==> config.mk <==
export PLATFORM = sky130hd
export DESIGN_NAME = spi_deframer
export DESIGN_NICKNAME = d
export VERILOG_FILES = /design/src/rtl/spi_df_pkg.sv /design/src/rtl/spi_df_frame.sv /design/src/rtl/spi_df_xpar.sv /design/src/rtl/spi_df_buf.sv /design/src/rtl/spi_deframer.sv
export SDC_FILE = /design/constraint.sdc
export NUM_CORES = 1
export LEC_CHECK = 0
export BUFFER_PORTS_ARGS = -buffer_cell sky130_fd_sc_hd__clkbuf_2
export CAP_MARGIN = 20
export CORE_UTILIZATION = 25
export CTS_CLUSTER_DIAMETER = 200
export DETAILED_ROUTE_END_ITERATION = 6
export SLEW_MARGIN = 20
export SYNTH_ARGS = -nofsm -noshare
export SYNTH_HDL_FRONTEND = slang
export SYNTH_SLANG_ARGS = --single-unit
==> constraint.sdc <==
create_clock -name clk_i -period 3.2 [get_ports clk_i]
set_clock_uncertainty 0.2 [all_clocks]
set_input_delay 0.64 -clock clk_i [delete_from_list [all_inputs] [get_ports clk_i]]
set_output_delay 0.64 -clock clk_i [all_outputs]
set_load 0.01 [all_outputs]
==> src/rtl/spi_df_pkg.sv <==
package spi_df_pkg;
  localparam logic [7:0] MARK0 = 8'h55;
  localparam logic [7:0] MARK1 = 8'hAA;

  typedef enum logic [2:0] {
    FS_HUNT,
    FS_MARK1,
    FS_ID,
    FS_CNT,
    FS_DATA
  } frm_state_e;

  function automatic logic [2:0] id_width(input logic [1:0] sel);
    case (sel)
      2'd0:    id_width = 3'd4;
      2'd1:    id_width = 3'd1;
      default: id_width = 3'd0;
    endcase
  endfunction
endpackage

==> src/rtl/spi_df_frame.sv <==
module spi_df_frame
  import spi_df_pkg::*;
#(
  parameter int MAX_PAYLOAD = 64,
  parameter int IDX_W = $clog2(MAX_PAYLOAD),
  parameter int LEN_W = $clog2(MAX_PAYLOAD + 1)
) (
  input  logic             clk_i,
  input  logic             rst_ni,
  input  logic             en_i,
  input  logic             vld_i,
  input  logic [7:0]       byte_i,
  input  logic [1:0]       id_sel_i,
  output logic             buf_wr_o,
  output logic [IDX_W-1:0] buf_idx_o,
  output logic             buf_clr_o,
  output logic             done_o,
  output logic [31:0]      id_o,
  output logic [LEN_W-1:0] len_o,
  output logic             trunc_o
);
  localparam logic [7:0] MAX_B = 8'(MAX_PAYLOAD);

  frm_state_e st_q;
  logic [31:0] id_q;
  logic [2:0]  idcnt_q;
  logic [7:0]  cnt_q;
  logic [7:0]  rcv_q;
  logic [7:0]  cnt_src;
  logic        take;
  logic [2:0]  nid;

  assign take = en_i & vld_i;
  assign nid  = id_width(id_sel_i);

  always_comb begin
    buf_wr_o  = 1'b0;
    buf_clr_o = 1'b0;
    done_o    = 1'b0;
    buf_idx_o = rcv_q[IDX_W-1:0];
    if (take && st_q == FS_CNT) begin
      buf_clr_o = 1'b1;
      done_o    = (byte_i == 8'd0);
    end
    if (take && st_q == FS_DATA) begin
      buf_wr_o = (rcv_q < MAX_B);
      done_o   = (rcv_q == cnt_q - 8'd1);
    end
  end

  // count seen by the record: the live byte when it is the count itself
  assign cnt_src = (st_q == FS_CNT) ? byte_i : cnt_q;
  assign trunc_o = (cnt_src > MAX_B);
  assign len_o   = trunc_o ? LEN_W'(MAX_PAYLOAD) : LEN_W'(cnt_src);
  assign id_o    = id_q;

  always_ff @(posedge clk_i or negedge rst_ni) begin
    if (!rst_ni) begin
      st_q    <= FS_HUNT;
      id_q    <= '0;
      idcnt_q <= '0;
      cnt_q   <= '0;
      rcv_q   <= '0;
    end else if (!en_i) begin
      st_q <= FS_HUNT;
    end else if (vld_i) begin
      case (st_q)
        FS_HUNT: if (byte_i == MARK0) st_q <= FS_MARK1;
        FS_MARK1: begin
          if (byte_i == MARK1) begin
            id_q    <= '0;
            idcnt_q <= nid;
            st_q    <= (nid == 3'd0) ? FS_CNT : FS_ID;
          end else if (byte_i != MARK0) begin
            st_q <= FS_HUNT;
          end
        end
        FS_ID: begin
          id_q    <= {id_q[23:0], byte_i};
          idcnt_q <= idcnt_q - 3'd1;
          if (idcnt_q == 3'd1) st_q <= FS_CNT;
        end
        FS_CNT: begin
          cnt_q <= byte_i;
          rcv_q <= '0;
          st_q  <= (byte_i == 8'd0) ? FS_HUNT : FS_DATA;
        end
        FS_DATA: begin
          rcv_q <= rcv_q + 8'd1;
          if (rcv_q == cnt_q - 8'd1) st_q <= FS_HUNT;
        end
        default: st_q <= FS_HUNT;
      endcase
    end
  end
endmodule

==> src/rtl/spi_df_xpar.sv <==
module spi_df_xpar #(
  parameter int MAX_PAYLOAD = 64,
  parameter int TMO_W = 16,
  parameter int IDX_W = $clog2(MAX_PAYLOAD),
  parameter int LEN_W = $clog2(MAX_PAYLOAD + 1)
) (
  input  logic             clk_i,
  input  logic             rst_ni,
  input  logic             en_i,
  input  logic             vld_i,
  input  logic [TMO_W-1:0] tmo_limit_i,
  output logic             buf_wr_o,
  output logic [IDX_W-1:0] buf_idx_o,
  output logic             buf_clr_o,
  output logic             done_o,
  output logic [LEN_W-1:0] len_o,
  output logic             trunc_o
);
  localparam logic [LEN_W-1:0] MAX_L = LEN_W'(MAX_PAYLOAD);

  logic [LEN_W-1:0] cnt_q;
  logic             ovf_q;
  logic [TMO_W-1:0] tmr_q;
  logic [TMO_W-1:0] lim;
  logic             take, held, room;

  assign take = en_i & vld_i;
  assign held = (cnt_q != '0);
  assign room = (cnt_q < MAX_L);
  assign lim  = (tmo_limit_i == '0) ? TMO_W'(1) : tmo_limit_i;

  assign done_o    = en_i & held & ~vld_i & (tmr_q == lim - TMO_W'(1));
  assign buf_wr_o  = take & room;
  assign buf_clr_o = take & ~held;
  assign buf_idx_o = cnt_q[IDX_W-1:0];
  assign len_o     = cnt_q;
  assign trunc_o   = ovf_q;

  always_ff @(posedge clk_i or negedge rst_ni) begin
    if (!rst_ni) begin
      cnt_q <= '0;
      ovf_q <= 1'b0;
      tmr_q <= '0;
    end else if (!en_i || done_o) begin
      cnt_q <= '0;
      ovf_q <= 1'b0;
      tmr_q <= '0;
    end else if (take) begin
      tmr_q <= '0;
      if (room) cnt_q <= cnt_q + LEN_W'(1);
      else      ovf_q <= 1'b1;
    end else if (held) begin
      tmr_q <= tmr_q + TMO_W'(1);
    end
  end
endmodule

==> src/rtl/spi_df_buf.sv <==
module spi_df_buf #(
  parameter int MAX_PAYLOAD = 64,
  parameter int IDX_W = $clog2(MAX_PAYLOAD)
) (
  input  logic                     clk_i,
  input  logic                     rst_ni,
  input  logic                     clr_i,
  input  logic                     wr_i,
  input  logic [IDX_W-1:0]         idx_i,
  input  logic [7:0]               din_i,
  output logic [8*MAX_PAYLOAD-1:0] data_o
);
  for (genvar g = 0; g < MAX_PAYLOAD; g++) begin : g_byte
    logic [7:0] b_q;
    always_ff @(posedge clk_i or negedge rst_ni) begin
      if (!rst_ni)                             b_q <= '0;
      else if (wr_i && idx_i == IDX_W'(g))     b_q <= din_i;
      else if (clr_i)                          b_q <= '0;
    end
    assign data_o[8*g +: 8] = b_q;
  end
endmodule

==> src/rtl/spi_deframer.sv <==
module spi_deframer #(
  parameter int          MAX_PAYLOAD = 64,
  parameter int          TMO_W       = 16,
  parameter logic [31:0] DEF_ID      = 32'h0000_0000,
  localparam int         IDX_W       = $clog2(MAX_PAYLOAD),
  localparam int         LEN_W       = $clog2(MAX_PAYLOAD + 1)
) (
  input  logic                     clk_i,
  input  logic                     rst_ni,
  input  logic                     byte_vld_i,
  input  logic [7:0]               byte_i,
  input  logic                     mode_i,
  input  logic [1:0]               id_sel_i,
  input  logic [TMO_W-1:0]         tmo_limit_i,
  input  logic                     fifo_full_i,
  output logic                     rec_wr_o,
  output logic [31:0]              rec_id_o,
  output logic [LEN_W-1:0]         rec_len_o,
  output logic                     rec_trunc_o,
  output logic [8*MAX_PAYLOAD-1:0] rec_data_o,
  output logic                     overload_o
);
  logic             f_wr, f_clr, f_done, f_trunc;
  logic [IDX_W-1:0] f_idx;
  logic [31:0]      f_id;
  logic [LEN_W-1:0] f_len;
  logic             x_wr, x_clr, x_done, x_trunc;
  logic [IDX_W-1:0] x_idx;
  logic [LEN_W-1:0] x_len;
  logic             b_wr, b_clr, done;
  logic [IDX_W-1:0] b_idx;

  spi_df_frame #(.MAX_PAYLOAD(MAX_PAYLOAD), .IDX_W(IDX_W), .LEN_W(LEN_W)) u_frame (
    .clk_i, .rst_ni,
    .en_i(~mode_i), .vld_i(byte_vld_i), .byte_i, .id_sel_i,
    .buf_wr_o(f_wr), .buf_idx_o(f_idx), .buf_clr_o(f_clr),
    .done_o(f_done), .id_o(f_id), .len_o(f_len), .trunc_o(f_trunc)
  );

  spi_df_xpar #(.MAX_PAYLOAD(MAX_PAYLOAD), .TMO_W(TMO_W), .IDX_W(IDX_W), .LEN_W(LEN_W)) u_xpar (
    .clk_i, .rst_ni,
    .en_i(mode_i), .vld_i(byte_vld_i), .tmo_limit_i,
    .buf_wr_o(x_wr), .buf_idx_o(x_idx), .buf_clr_o(x_clr),
    .done_o(x_done), .len_o(x_len), .trunc_o(x_trunc)
  );

  assign b_wr  = mode_i ? x_wr  : f_wr;
  assign b_clr = mode_i ? x_clr : f_clr;
  assign b_idx = mode_i ? x_idx : f_idx;
  assign done  = mode_i ? x_done : f_done;

  spi_df_buf #(.MAX_PAYLOAD(MAX_PAYLOAD), .IDX_W(IDX_W)) u_buf (
    .clk_i, .rst_ni,
    .clr_i(b_clr), .wr_i(b_wr), .idx_i(b_idx), .din_i(byte_i),
    .data_o(rec_data_o)
  );

  always_ff @(posedge clk_i or negedge rst_ni) begin
    if (!rst_ni) begin
      rec_wr_o    <= 1'b0;
      overload_o  <= 1'b0;
      rec_id_o    <= '0;
      rec_len_o   <= '0;
      rec_trunc_o <= 1'b0;
    end else begin
      rec_wr_o   <= done & ~fifo_full_i;
      overload_o <= done & fifo_full_i;
      if (done) begin
        rec_id_o    <= mode_i ? DEF_ID  : f_id;
        rec_len_o   <= mode_i ? x_len   : f_len;
        rec_trunc_o <= mode_i ? x_trunc : f_trunc;
      end
    end
  end
endmodule

==> impl_summary.md, run 1 <==
Outcome
The run finished, with violations left. The checks that failed: negative setup slack.

Synth
The simple logic cell fraction of the synthesized area is 20.0%. The async set-or-reset flop fraction in the synthesized netlist is 100%. Summing the sequential cell areas from Yosys gives 59.6% of the chip area. The number of nets in the synthesized netlist is 2975. The multiplexer share of the synthesized area is less than 1%. The main combinational cell family by area after synthesis is simple AND/OR/NAND/NOR gates. The post-synthesis average cell area is around 9 um2.

The count of unique library cells instantiated by Yosys is 60. Synthesis handed over a netlist of 2936 instances. The most used flip-flop cell after synthesis is sky130_fd_sc_hd__dfrtp_1. For this run, the number of Yosys warnings is 0.

In this run the cell area of the synthesized design comes to approximately 0.027 mm2. The XOR/XNOR share of the synthesized area is between 1.5 and 2%. Summing the areas of all compound-gate instances in the mapped netlist gives between 10% and 20% of the synthesized area. Counting flops with a built-in enable in the synthesized netlist gives 0. The register bit total from synthesis is around 630.

Summing the areas of all fa, ha and maj instances in the mapped netlist gives less than 1% of the synthesized area.

Timing
The routed design could run at a clock period as short as between 3 and 4 ns. The transition time at the pin with the least slew margin is roughly 0.96 ns. The post-route worst setup slack is -0.113 ns. Setup total negative slack on the finished layout was measured at -4.41 ns.

Hold timing on the final database bottoms out at a slack of 0.168 ns. The final critical path takes up 104% of the cycle. Setup repair after global routing could not meet its margin everywhere. The count of final max-slew check failures is 0.

The worst slew slack as a fraction of its limit is approximately 36%. The number of failing setup endpoints in the final timing report is between 60 and 70. The highest achievable clock rate is between 300 and 400 MHz. The final number of hold-violating endpoints was 0.

Hold path
The worst hold path startpoint is id_sel_i[0]. The kind of path behind the tightest hold check is in -> reg.

Routing
Summed over all layers, the routed wires come to a little under 100000 um. Before antenna repair, the detailed router went through 5 iterations. Dividing the detail-routed wire length by the instance count gives just under 20 um. The routed via count divided by cell count is ~4.6.

The total DRC errors in the routed layout is 0. The number of vias after detailed routing is ~23000. The number of design-rule violations left by the first detailed-router iteration is roughly 1700. The final antenna-violating net count is 0.

Clocking
The clock tree synthesis step divided the H-tree into 3 levels. The clock input transition at the sequential cells of the worst setup and hold paths is around 0.060 ns. For this design, the sink count on the clock tree is roughly 630. In this run the clock root is driven by a sky130_fd_sc_hd__clkbuf_16. The maximum buffer depth of the clock tree is 3.

The latest clock arrival within the worst-skew pair is approximately 0.64 ns. The total clock buffers created by CTS is between 70 and 80. The CTS tree is done.

Floorplanning
~590 I/O pins were placed. Measured along the y axis, the die boundary spans 328 um. The core outline area is roughly 0.11 mm2. The number of rows created at floorplan is roughly 120.

The total die area is 0.107 mm2. In this run the horizontal extent of the chip is 328 um. For this configuration, the core starts out at a cell density of between 20% and 30%.

Power
Summed over all nets, the switching power comes to around 4.5 mW. Per report_power, the combinational group accounts for between 6 and 7% of the total. In this run the static leakage power is ~16 nW.

The share of power burned in the clock network is between 40% and 50%. The internal cell power is 13.3 mW. The highest ir drop seen on vdd is around 0.3 mV. Net switching is 25.3% of the power. Power spread over the standard cell area amounts to between 500 and 600 mW/mm2. Registers are responsible for approximately 47% of the overall power.

Worst setup path
The most critical setup path has its startpoint at tmo_limit_i[13]. At the worst endpoint, the arrival time is about 3.6 ns. STA classifies the critical path startpoint as an input pin.

The launching point of the worst reg2reg path is u_frame.cnt_q[3]. The type of destination of the critical path is a flop. Of all nets on the critical path, the largest fanout is 19. The critical setup path kind is in -> reg. The endpoint required time on the critical path is about 3.5 ns.

Layout
The sequential standard cell area is approximately 0.016 mm2. Summing all multi-input logic gate instances after layout gives 0.0100 mm2. The filler cells instantiated in the layout total ~11000. The most frequent standard cell in the layout excluding fill and tap cells is sky130_fd_sc_hd__nand2_1. Compared with the post-synthesis result, the final layout area differs by 31.3%. The finished layout holds 5009 standard cells, fillers aside. The library cells used most frequently in the layout, excluding fill and tap cells, are sky130_fd_sc_hd__nand2_1 (1091), sky130_fd_sc_hd__dfrtp_1 (632), sky130_fd_sc_hd__clkbuf_2 (570). The final net count is between 3000 and 4000.

The post-route netlist has a little over a quarter of its cells at a drive strength greater than 1.

Run
The count of maximum capacitance violations is 0.

Global routing
The initial antenna violation count is 2. Summed over all layers, the global routing overflow is 0. Across every metal layer, demand over resource in global routing totals between 10% and 20%.

The pin count of the biggest net entering global routing is ~120. The first global-routing pass estimated between 100000 and 150000 um of wire. The number of global-route vias before repair came to between 20000 and 25000.

Placement
Buffers placed on the I/O ports in this run total 584. The routability congestion estimate is around 0.84. Summed over all nets, the half-perimeter wirelength after detailed placement is around 67000 um. Counting tap cells, the placed design contains a total of ~4900 instances.
[metal layers]
layer	vias up	wire length, um	GRT usage (%)
met5	-	0	0
met4	0	4000	8.16
met3	182	5220	3.26
met2	687	46400	28.4
met1	11228	41900	23.0
li1	10923	-	-
[final cells by class]
class                      count  area share [%]
tap                         1391            5.00
antenna                        2          0.0144
clock inverter                25           0.557
sequential                   632            45.4
clock buffer                 112            6.33
timing repair buffer         777            13.8
inverter                      13           0.140
multi-input combinational   2057            28.8
[sequential cells by signal, summed over array words and instances (netlist names)]
signal and count:
overload_o 1, u_xpar.trunc_o 1, u_buf.g_byte.b_q 512, rec_len_o 7, rec_wr_o 1, rec_id_o 32, u_frame.idcnt_q 3, u_frame.rcv_q 8
u_xpar.len_o 7, u_xpar.tmr_q 16, u_frame.cnt_q 8, u_frame.st_q 3, rec_trunc_o 1, u_frame.id_o 32
[power groups by stage]
stage	sequential, mW	clock (mW)	combinational [mW]
after global routing	8.32	8.82	1.30
after floorplan	8.42	0	0.559
after detailed placement	8.44	0	1.18
final	8.30	8.35	1.18
after CTS	8.30	8.55	1.19
after global placement	8.44	0	1.17
[worst max-delay path, cell delays in order]
cell                       delay, ns
sky130_fd_sc_hd__clkbuf_2       0.09
sky130_fd_sc_hd__or4_4          0.55
sky130_fd_sc_hd__nor3_4         0.16
sky130_fd_sc_hd__a31oi_1        0.12
sky130_fd_sc_hd__ha_2           0.20
sky130_fd_sc_hd__or3b_4         0.25
sky130_fd_sc_hd__nor4_2         0.06
sky130_fd_sc_hd__or3_1          0.33
sky130_fd_sc_hd__a41oi_2        0.16
sky130_fd_sc_hd__a41oi_2        0.08
sky130_fd_sc_hd__or4_4          0.53
sky130_fd_sc_hd__buf_12         0.19
sky130_fd_sc_hd__a32o_1         0.25
[cell usage after synthesis, types with 6 or more instances]
cell                       count  area [um2]
sky130_fd_sc_hd__o31ai_1      10        75.1
sky130_fd_sc_hd__ha_1          8         100
sky130_fd_sc_hd__nor3b_1       6        45.0
sky130_fd_sc_hd__buf_1         9        33.8
sky130_fd_sc_hd__nand4_1       9        56.3
sky130_fd_sc_hd__a22o_1       33         289
sky130_fd_sc_hd__clkbuf_1    220         826
sky130_fd_sc_hd__and3_1       12        75.1
sky130_fd_sc_hd__o21ai_0     534        2670
sky130_fd_sc_hd__nor4_1        7        43.8
sky130_fd_sc_hd__mux2_1        8        90.1
sky130_fd_sc_hd__mux2i_1       8        80.1
sky130_fd_sc_hd__a21oi_1      20         100
sky130_fd_sc_hd__dfrtp_1     632       15800
sky130_fd_sc_hd__nand2_1    1092        4100
sky130_fd_sc_hd__nor3_1       34         170
sky130_fd_sc_hd__nor2_1       98         368
sky130_fd_sc_hd__or3_1         7        43.8
sky130_fd_sc_hd__xnor2_1      19         166
sky130_fd_sc_hd__a32o_1       35         350
sky130_fd_sc_hd__nand3_1      22         110
sky130_fd_sc_hd__xor2_1       28         245
sky130_fd_sc_hd__inv_1        13        48.8
[cell families (layout without fill, tap and decap cells)]
group	Yosys count	count (layout)
adder cells (fa/ha/maj)	8	8
buffers and inverters	247	927
AND/OR/NAND/NOR	1324	1324
multiplexers	16	16
AO/OA/AOI/OAI	662	662
XOR/XNOR	47	47
other	0	2
flip-flops	632	632
[per-stage QoR]
step | worst slack (ns) | instance area (um2) | utilization (%) | power (mW)
4_1_cts | -0.0589 | 34600 | 32.9 | 18.0
3_5_place_dp | -0.930 | 32100 | 30.5 | 9.63
3_3_place_gp | -0.926 | 32100 | 30.5 | 9.61
6_report | -0.113 | 34800 | 33.1 | 17.8
2_1_floorplan | -0.738 | 26700 | - | 8.98
5_1_grt | -0.208 | 34800 | 33.1 | 18.4
[path summary, 6_finish.rpt]
| kind | endpoint | slack [ns] | cells past startpoint |
|---|---|---|---|
| max in group asynchronous | u_buf.g_byte[13].b_q[1] | 1.49 | 3 |
| setup reg to reg | rec_len_o[4] | 0.21 | 8 |
| min in group asynchronous | u_buf.g_byte[56].b_q[4] | 0.43 | 2 |
| setup / recovery | rec_id_o[14] | -0.11 | 13 |
| hold reg to reg | u_frame.idcnt_q[1] | 0.29 | 2 |
| hold / removal | u_frame.idcnt_q[0] | 0.17 | 3 |
[repair_timing]
item / 4_1_cts / 5_1_grt
endpoints found under the hold margin: 45 / 0
pin swaps: 1 / 5
setup endpoints to repair: 62 / 73
buffers inserted: 3 / 2
resized for setup: 9 / 30
gates cloned: 1 / 2
hold buffers: 2 / 0
(Power assumes the default switching activity.)
==> run 2: changes to the inputs <==
Settings changed: CELL_PAD_IN_SITES_DETAIL_PLACEMENT set to 0, CELL_PAD_IN_SITES_GLOBAL_PLACEMENT set to 1, PLACE_DENSITY_LB_ADDON set to 0.1, SKIP_CTS_REPAIR_TIMING set to 1.
==> run 2 against run 1 <==
  * The flow still finishes with violations (negative setup slack)
  * Largest cell class unchanged
  * Core utilization rose by 0.073 points
  * Largest power group unchanged
  * Non-clock buffer count rose by 7
  * Clock-buffer cell count rose by 5
  * Total power rose by 3.4%
  * Via count barely moved
  * Cell area rose by 0.22%
  * Critical path type unchanged
==> impl_summary.md, run 2 (synthesized netlist as in run 1, its figures left out) <==
Routing
The number of design-rule violations left by the first detailed-router iteration is 1364 (was 1697). The number of vias after detailed routing was 23004 (was 23020). The post-detailed-route wirelength per cell is 21.9 um (was 19.5 um).

The length of the first detailed-routing pass in iterations is 7 (was 5). The aggregate routed wire length is 110000 um (was 97500 um). The final antenna-violating net count is 0 (unchanged). The total DRC errors in the routed layout is 0 (unchanged). The routed via count divided by cell count is 4.58 (was 4.60).

Clocking
The clock sink count is 632 (unchanged). The total clock buffers created by CTS is 79 (was 74). The CTS tree is done (unchanged). The latest clock arrival within the worst-skew pair was 0.65 ns (was 0.64 ns). The deepest level of the CTS H-tree was 3 (unchanged). The clock input transition at the sequential cells of the worst setup and hold paths came to 0.06 ns (about the same). The maximum buffer depth of the clock tree is 3 (unchanged).

The buffer cell driving the clock tree root is sky130_fd_sc_hd__clkbuf_16 (unchanged).

Global routing
The remaining global-route overflow is 0 (unchanged). The pin count of the biggest net entering global routing came to 105 (was 117). The initial antenna violation count is 3 (was 2).

The number of global-route vias before repair was 22646 (was 21889). The overall fraction of global-route tracks in use was 20.0% (was 17.7%). The wire length of the first global-routing pass came to 159000 um (was 144000 um).

Power
The total leakage power is 16.5 nW (was 16.4 nW). The highest ir drop seen on vdd is 0.335 mV (was 0.295 mV). The total design power was 18.4 mW (was 17.8 mW). The total power per unit cell area came to 528 mW/mm2 (was 512 mW/mm2).

Worst setup path
The slack of the worst reg-to-reg path is 0.13 ns (was 0.21 ns). Cell chain of the critical path: buf_6 > or4_4 > nor3_4 > a31oi_1 > ha_2 > or3b_4 > xnor2_2 > nand3_1 > a32oi_1 > nand4_1 > or4_4 > clkbuf_16 > a32o_1 (was clkbuf_2 > or4_4 > nor3_4 > a31oi_1 > ha_2 > or3b_4 > nor4_2 > or3_1 > a41oi_2 > a41oi_2 > or4_4 > buf_12 > a32o_1). The critical setup path kind is in -> reg (unchanged). The cell that appears most often on the critical path is sky130_fd_sc_hd__or4_4.

The worst reg2reg path depth is 9 (was 8). The type of element launching the critical path is an input pin (unchanged). The launching point of the worst reg2reg path is u_frame.cnt_q[0] (was u_frame.cnt_q[3]). The endpoint required time on the critical path came to 3.54 ns (was 3.51 ns).

The top fanout value on the critical path is 9 (was 19). The arrival time at the worst endpoint is 3.69 ns (was 3.62 ns). The start point of the critical path was tmo_limit_i[13] (unchanged). The type of destination of the critical path is a flop (unchanged). The cell at the slowest stage of the critical path is sky130_fd_sc_hd__or4_4 (unchanged). The stage delay of the slowest cell on the critical path is 0.60 ns (was 0.55 ns).

The critical path capture point is rec_id_o[2] (was rec_id_o[14]). The critical register-to-register path endpoint is rec_len_o[6] (was rec_len_o[4]).

Floorplanning
The total die area was 0.107 mm2 (unchanged). The overall die height is 328 um (unchanged). The core outline area is 0.105 mm2 (unchanged). The floorplan die width is 328 um (unchanged). The number of rows created at floorplan is 119 (unchanged). The number of top-level design ports is 585 (unchanged). The starting density of the core came to 25.2% (unchanged).

Run
The count of maximum capacitance violations is 0 (unchanged).

Layout
The register with the most flip-flops is u_buf.g_byte.b_q (unchanged). The fill cell instance count of the final layout is 10979 (was 10825). Leading cell types in the layout, fill and taps excluded: sky130_fd_sc_hd__nand2_1 (1091), sky130_fd_sc_hd__dfrtp_1 (632), sky130_fd_sc_hd__clkbuf_2 (573) (was sky130_fd_sc_hd__nand2_1 (1091), sky130_fd_sc_hd__dfrtp_1 (632), sky130_fd_sc_hd__clkbuf_2 (570)). The synthesis-to-layout area growth came to 31.6% (was 31.3%).

The most frequent standard cell in the layout excluding fill and tap cells is sky130_fd_sc_hd__nand2_1 (unchanged). The proportion of layout cells with a drive suffix above 1 was 26.1% (was 26.4%). The final net count came to 3606 (was 3594). The final core utilization came to 33.2% (was 33.1%). The number of flip-flops in the largest register was 512 (unchanged).

Placement
The number of input and output port buffers inserted came to 584 (unchanged). The routability congestion estimate is 0.820 (was 0.839). The HPWL after detailed placement is 73100 um (was 66800 um).

The setup slack at placement is -0.944 ns (was -0.930 ns).

Timing
The transition time at the pin with the least slew margin is 0.941 ns (was 0.958 ns). Unrepaired setup endpoints after global routing: yes (unchanged). The post-route worst setup slack is -0.156 ns (was -0.113 ns). The clock period minus final worst setup slack is 3.36 ns (was 3.31 ns). The number of failing setup endpoints in the final timing report was 45 (was 64). The final number of hold-violating endpoints was 0 (unchanged).

The final clock period utilization by the worst path is 105% (was 104%). The count of final max-slew check failures is 0 (unchanged). The worst slew slack as a fraction of its limit is 37.3% (was 35.9%). The highest achievable clock rate is 298 MHz (was 302 MHz).

The final-layout worst hold slack is 0.0962 ns (was 0.168 ns).

Hold path
The kind of path behind the tightest hold check is in -> reg (unchanged). The worst hold path startpoint is id_sel_i[0] (unchanged).

Outcome
Violations in the final reports: negative setup slack (unchanged). Result of the run: finished with violations (unchanged).
[run 2: changes by cell type in the layout (fill, tap and decap cells not counted), sizes merged]
cell      change
buf           +3
bufinv        +3
clkbuf        +9
clkinv        +1
clkinvlp      +1
diode         +1
inv           -2
[run 2: power breakdown]
| part | total, mW | internal [mW] | switching (mW) | leakage, nW |
|---|---|---|---|---|
| clock | 8.91 | 5.21 | 3.70 | 1.26 |
| combinational | 1.21 | 0.365 | 0.844 | 6.46 |
| sequential | 8.31 | 8.16 | 0.146 | 8.77 |
[run 2: through the flow]
step | TNS (ns) | std cells | cell area [um2]
floorplan | -42.12 | 2936 | 26700
global placement | -58.44 | 4867 | 32100
detailed placement | -54.50 | 4867 | 32100
CTS | -9.81 | 5012 | 34700
global route | -8.22 | 5025 | 34900
finish | -5.56 | 5025 | 34900
[run 2: final cells by class]
class	instances	area, um2	area share (%)
sequential	632	15800	45.3
multi-input combinational	2057	9930	28.4
timing repair buffer	784	4800	13.7
clock buffer	117	2280	6.54
tap	1391	1740	4.99
clock inverter	28	283	0.810
inverter	13	48.8	0.140
antenna	3	7.51	0.0215
[run 2: how the worst min path moves through the flow]
stage,end,slack [ns],depth (start not counted)
after floorplan,overload_o,0.14,0
after global placement,u_frame.idcnt_q[1],0.27,2
after detailed placement,u_frame.idcnt_q[1],0.28,2
after CTS,u_buf.g_byte[60].b_q[0],-0.23,1
after global routing,u_frame.idcnt_q[0],0.05,3
final,u_frame.idcnt_q[0],0.1,3
[run 2: metal layers]
metal,vias up,part of all wire [%],GRT usage (%)
li1,10968,-,-
met1,11283,40,23.9
met2,603,51,34.5
met3,150,6.1,5.18
met4,0,3.1,6.85
met5,-,0,0
[run 2: worst max-delay path, delay by kind of cell]
kind                     cells  cell delay (ns)
AO/OA/AOI/OAI                3             0.58
XOR/XNOR                     1             0.11
adder cells (fa/ha/maj)      1             0.20
buffers and inverters        2             0.31
AND/OR/NAND/NOR              6             1.84
==> run 3: changes to the inputs <==
Settings changed: ABC_AREA set to 1.
==> run 3 against run 2 <==
  * The run now ends clean
  * Synthesized area decreased by 0.12%
  * Flip-flop and latch count unchanged
  * Clock-buffer cell count decreased by 3
  * First-iteration DRC count decreased by 1.4%
  * Total power increased by 1.5%
  * Register-to-register slack improved by 0.14 ns
  * Cell area decreased by 2.8%
  * Critical path depth unchanged
  * Wire length decreased by 2.5%
  * Critical path type is now reg -> reg
  * Largest power group unchanged
  * Highest routed layer unchanged
==> impl_summary.md, run 3 <==
Synth
Synth area leaders: sky130_fd_sc_hd__dfrtp_1 (60%), sky130_fd_sc_hd__nand3_1 (10%), sky130_fd_sc_hd__o21ai_0 (5.9%) (was sky130_fd_sc_hd__dfrtp_1 (60%), sky130_fd_sc_hd__nand2_1 (15%), sky130_fd_sc_hd__o21ai_0 (10%)). The net count after synthesis is 2783 (was 2975). Commonest cells in the synthesized netlist: sky130_fd_sc_hd__dfrtp_1 (632), sky130_fd_sc_hd__nand3_1 (552), sky130_fd_sc_hd__o21ai_0 (313) (was sky130_fd_sc_hd__nand2_1 (1092), sky130_fd_sc_hd__dfrtp_1 (632), sky130_fd_sc_hd__o21ai_0 (534)). The summed instance area of the synthesized netlist is 0.0265 mm2 (about the same). The number of flops mapped to enable cells by yosys is 0 (unchanged). The async set-or-reset flop fraction in the synthesized netlist is 100% (unchanged). The cell count after synthesis was 2744 (was 2936). The count of warnings emitted by yosys is 0 (unchanged). The most instantiated library cell after synthesis is sky130_fd_sc_hd__dfrtp_1 (was sky130_fd_sc_hd__nand2_1). The sequential area share after synthesis is 59.7% (was 59.6%). The post-synthesis average cell area is 9.66 um2 (was 9.03 um2). The most used flip-flop cell after synthesis is sky130_fd_sc_hd__dfrtp_1 (unchanged). The cell accounting for the most synthesized area is sky130_fd_sc_hd__dfrtp_1 (unchanged). The count of unique library cells instantiated by Yosys is 43 (was 60). The register bit total from synthesis was 632 (unchanged).

The area share of the largest cell type after synthesis came to 59.7% (was 59.6%).

Layout
The non-filler instance count after layout is 4771 (was 5025). The final net count was 3363 (was 3606). The summed area of non-filler cells in the final layout is 0.0339 mm2 (was 0.0349 mm2). Leading cell types in the layout, fill and taps excluded: sky130_fd_sc_hd__dfrtp_1 (632), sky130_fd_sc_hd__clkbuf_2 (583), sky130_fd_sc_hd__nand3_1 (552) (was sky130_fd_sc_hd__nand2_1 (1091), sky130_fd_sc_hd__dfrtp_1 (632), sky130_fd_sc_hd__clkbuf_2 (573)). The proportion of layout cells with a drive suffix above 1 was 28.1% (was 26.1%). The fill cell instance count of the final layout is 11064 (was 10979). The synthesis-to-layout area growth is 28.1% (was 31.6%). The final core utilization is 32.3% (was 33.2%). The most frequent standard cell in the layout excluding fill and tap cells is sky130_fd_sc_hd__dfrtp_1 (was sky130_fd_sc_hd__nand2_1). The number of flip-flops in the largest register is 512 (unchanged). The register with the most flip-flops is u_buf.g_byte.b_q (unchanged).

Worst setup path
The endpoint required time on the critical path was 3.59 ns (was 3.54 ns). The type of destination of the critical path is a flop (unchanged). The launching point of the worst reg2reg path is u_frame.st_q[2] (was u_frame.cnt_q[0]).

The arrival time at the worst endpoint is 3.32 ns (was 3.69 ns). The top fanout value on the critical path is 14 (was 9). The critical setup path kind was reg -> reg (was in -> reg). The start point of the critical path is u_frame.st_q[2] (was tmo_limit_i[13]). The type of element launching the critical path is a flop (was input pin).

Timing
The clock period minus final worst setup slack is 2.93 ns (was 3.36 ns). The highest achievable clock rate is 341 MHz (was 298 MHz). The post-route setup TNS is 0 ns (was -5.56 ns). Unrepaired setup endpoints after global routing: no (was yes). The worst slew slack as a fraction of its limit came to 34.5% (was 37.3%).

The transition time at the pin with the least slew margin was 0.983 ns (was 0.941 ns). The number of failing setup endpoints in the final timing report is 0 (was 45). The final clock period utilization by the worst path is 91.7% (was 105%).

The count of final max-slew check failures is 0 (unchanged). The final number of hold-violating endpoints is 0 (unchanged).

Floorplanning
The number of top-level design ports is 585 (unchanged). The overall die height is 328 um (about the same). The starting density of the core was 25.2% (about the same). The floorplan die width came to 328 um (about the same).

The number of rows created at floorplan is 119 (unchanged). The core outline area is 0.105 mm2 (about the same). The total die area is 0.107 mm2 (about the same).

Routing
The length of the first detailed-routing pass in iterations was 7 (unchanged). The number of design-rule violations left by the first detailed-router iteration is 1345 (was 1364). The aggregate routed wire length came to 107000 um (was 110000 um). The total DRC errors in the routed layout is 0 (unchanged).

The final antenna-violating net count is 0 (unchanged). The post-detailed-route wirelength per cell was 22.4 um (was 21.9 um). The number of vias after detailed routing was 22456 (was 23004).

The routed via count divided by cell count is 4.71 (was 4.58).

Global routing
The number of global-route vias before repair was 22522 (was 22646). The initial antenna violation count was 3 (unchanged). The wire length of the first global-routing pass was 157000 um (was 159000 um). The pin count of the biggest net entering global routing is 174 (was 105). The remaining global-route overflow came to 0 (unchanged).

The overall fraction of global-route tracks in use was 19.6% (was 20.0%).

Power
The total leakage power came to 16.6 nW (was 16.5 nW). The total power per unit cell area is 551 mW/mm2 (was 528 mW/mm2). The highest ir drop seen on vdd was 0.299 mV (was 0.335 mV).

Placement
The number of input and output port buffers inserted is 584 (unchanged). The number of cells after detailed placement is 4633 (was 4867). The post-place instance area is 0.0314 mm2 (was 0.0321 mm2). The HPWL after detailed placement is 73300 um (was 73100 um). The routability congestion estimate is 0.820 (about the same).

Outcome
Result of the run: finished clean (was finished with violations).

Run
The count of maximum capacitance violations is 0 (unchanged).

Hold path
The kind of path behind the tightest hold check is in -> reg (unchanged). The worst hold path startpoint is byte_i[0] (was id_sel_i[0]).

Clocking
The clock sink count is 632 (unchanged). The latest clock arrival within the worst-skew pair is 0.64 ns (was 0.65 ns). The clock input transition at the sequential cells of the worst setup and hold paths came to 0.06 ns (about the same).

The deepest level of the CTS H-tree is 3 (unchanged). The total clock buffers created by CTS is 78 (was 79). The buffer cell driving the clock tree root is sky130_fd_sc_hd__clkbuf_16 (unchanged).

The CTS tree is done (unchanged). The maximum buffer depth of the clock tree was 3 (unchanged).
-- run 3: critical path, cell delays in order, from the launching register on --
cell and delay, ns:
sky130_fd_sc_hd__dfrtp_1 0.40, sky130_fd_sc_hd__inv_1 0.12, sky130_fd_sc_hd__nand3_1 0.36, sky130_fd_sc_hd__o21ai_0 0.59
sky130_fd_sc_hd__nand2_1 0.12, sky130_fd_sc_hd__nor3_1 0.16, sky130_fd_sc_hd__nand2_1 0.07, sky130_fd_sc_hd__nand2_1 0.08
sky130_fd_sc_hd__inv_1 0.10, sky130_fd_sc_hd__o21ai_0 0.36, sky130_fd_sc_hd__inv_1 0.13, sky130_fd_sc_hd__nand2_1 0.10
sky130_fd_sc_hd__nand2_1 0.05, sky130_fd_sc_hd__inv_1 0.05
-- run 3: path summary, 6_finish.rpt --
path                                      endpoint  slack [ns]  cells after the start
max reg2reg                           rec_len_o[2]        0.27                     13
min reg2reg                u_buf.g_byte[16].b_q[2]        0.28                      2
max                                   rec_len_o[2]        0.27                     13
min in group asynchronous  u_buf.g_byte[47].b_q[3]        0.42                      2
min                               u_frame.cnt_q[0]         0.1                      3
max in group asynchronous              rec_id_o[6]        1.38                      4
-- run 3: cell families (layout without fill, tap and decap cells) --
kind of cell / count (synthesis) / after routing / share of synthesized area [%]
AND/OR/NAND/NOR: 1084 / 1084 / 20.7
flip-flops: 632 / 632 / 59.7
AO/OA/AOI/OAI: 614 / 614 / 12.0
buffers and inverters: 367 / 1002 / 5.88
XOR/XNOR: 38 / 38 / 1.31
adder cells (fa/ha/maj): 8 / 8 / 0.378
multiplexers: 1 / 1 / 0.0378
other: 0 / 1 / 0
-- run 3: final cells by class --
type | instances | area, um2 | area share [%]
inverters | 163 | 621 | 1.83
repair buffers | 704 | 4130 | 12.2
flip-flops and latches | 632 | 15800 | 46.6
clock buffers | 114 | 2270 | 6.68
well taps | 1391 | 1740 | 5.13
diodes | 1 | 2.50 | 0.00737
clock inverters | 21 | 229 | 0.675
multi-input cells | 1745 | 9140 | 26.9
-- run 3: through the flow --
stage | setup WS, ns | power [mW] | hold WS (ns)
3_3_place_gp | -0.160 | 10.2 | 0.269
5_1_grt | 0.0352 | 19.5 | 0.0907
2_1_floorplan | 0.0754 | 9.28 | 0.144
4_1_cts | 0.272 | 19.0 | -0.199
6_report | 0.267 | 18.7 | 0.0997
3_5_place_dp | -0.194 | 10.2 | 0.276
-- run 3: power by group --
group | switching [mW] | internal (mW)
registers | 0.140 | 8.23
clock network | 3.62 | 5.08
logic | 1.19 | 0.444
total | 4.94 | 13.8
-- run 3: routing by layer --
| metal | up-vias | wire length (um) | GRT usage, % |
|---|---|---|---|
| met5 | - | 0 | 0 |
| met4 | 0 | 1760 | 4.48 |
| met3 | 108 | 7470 | 5.73 |
| met2 | 602 | 50400 | 32.2 |
| met1 | 11179 | 47400 | 25.4 |
| li1 | 10567 | - | - |
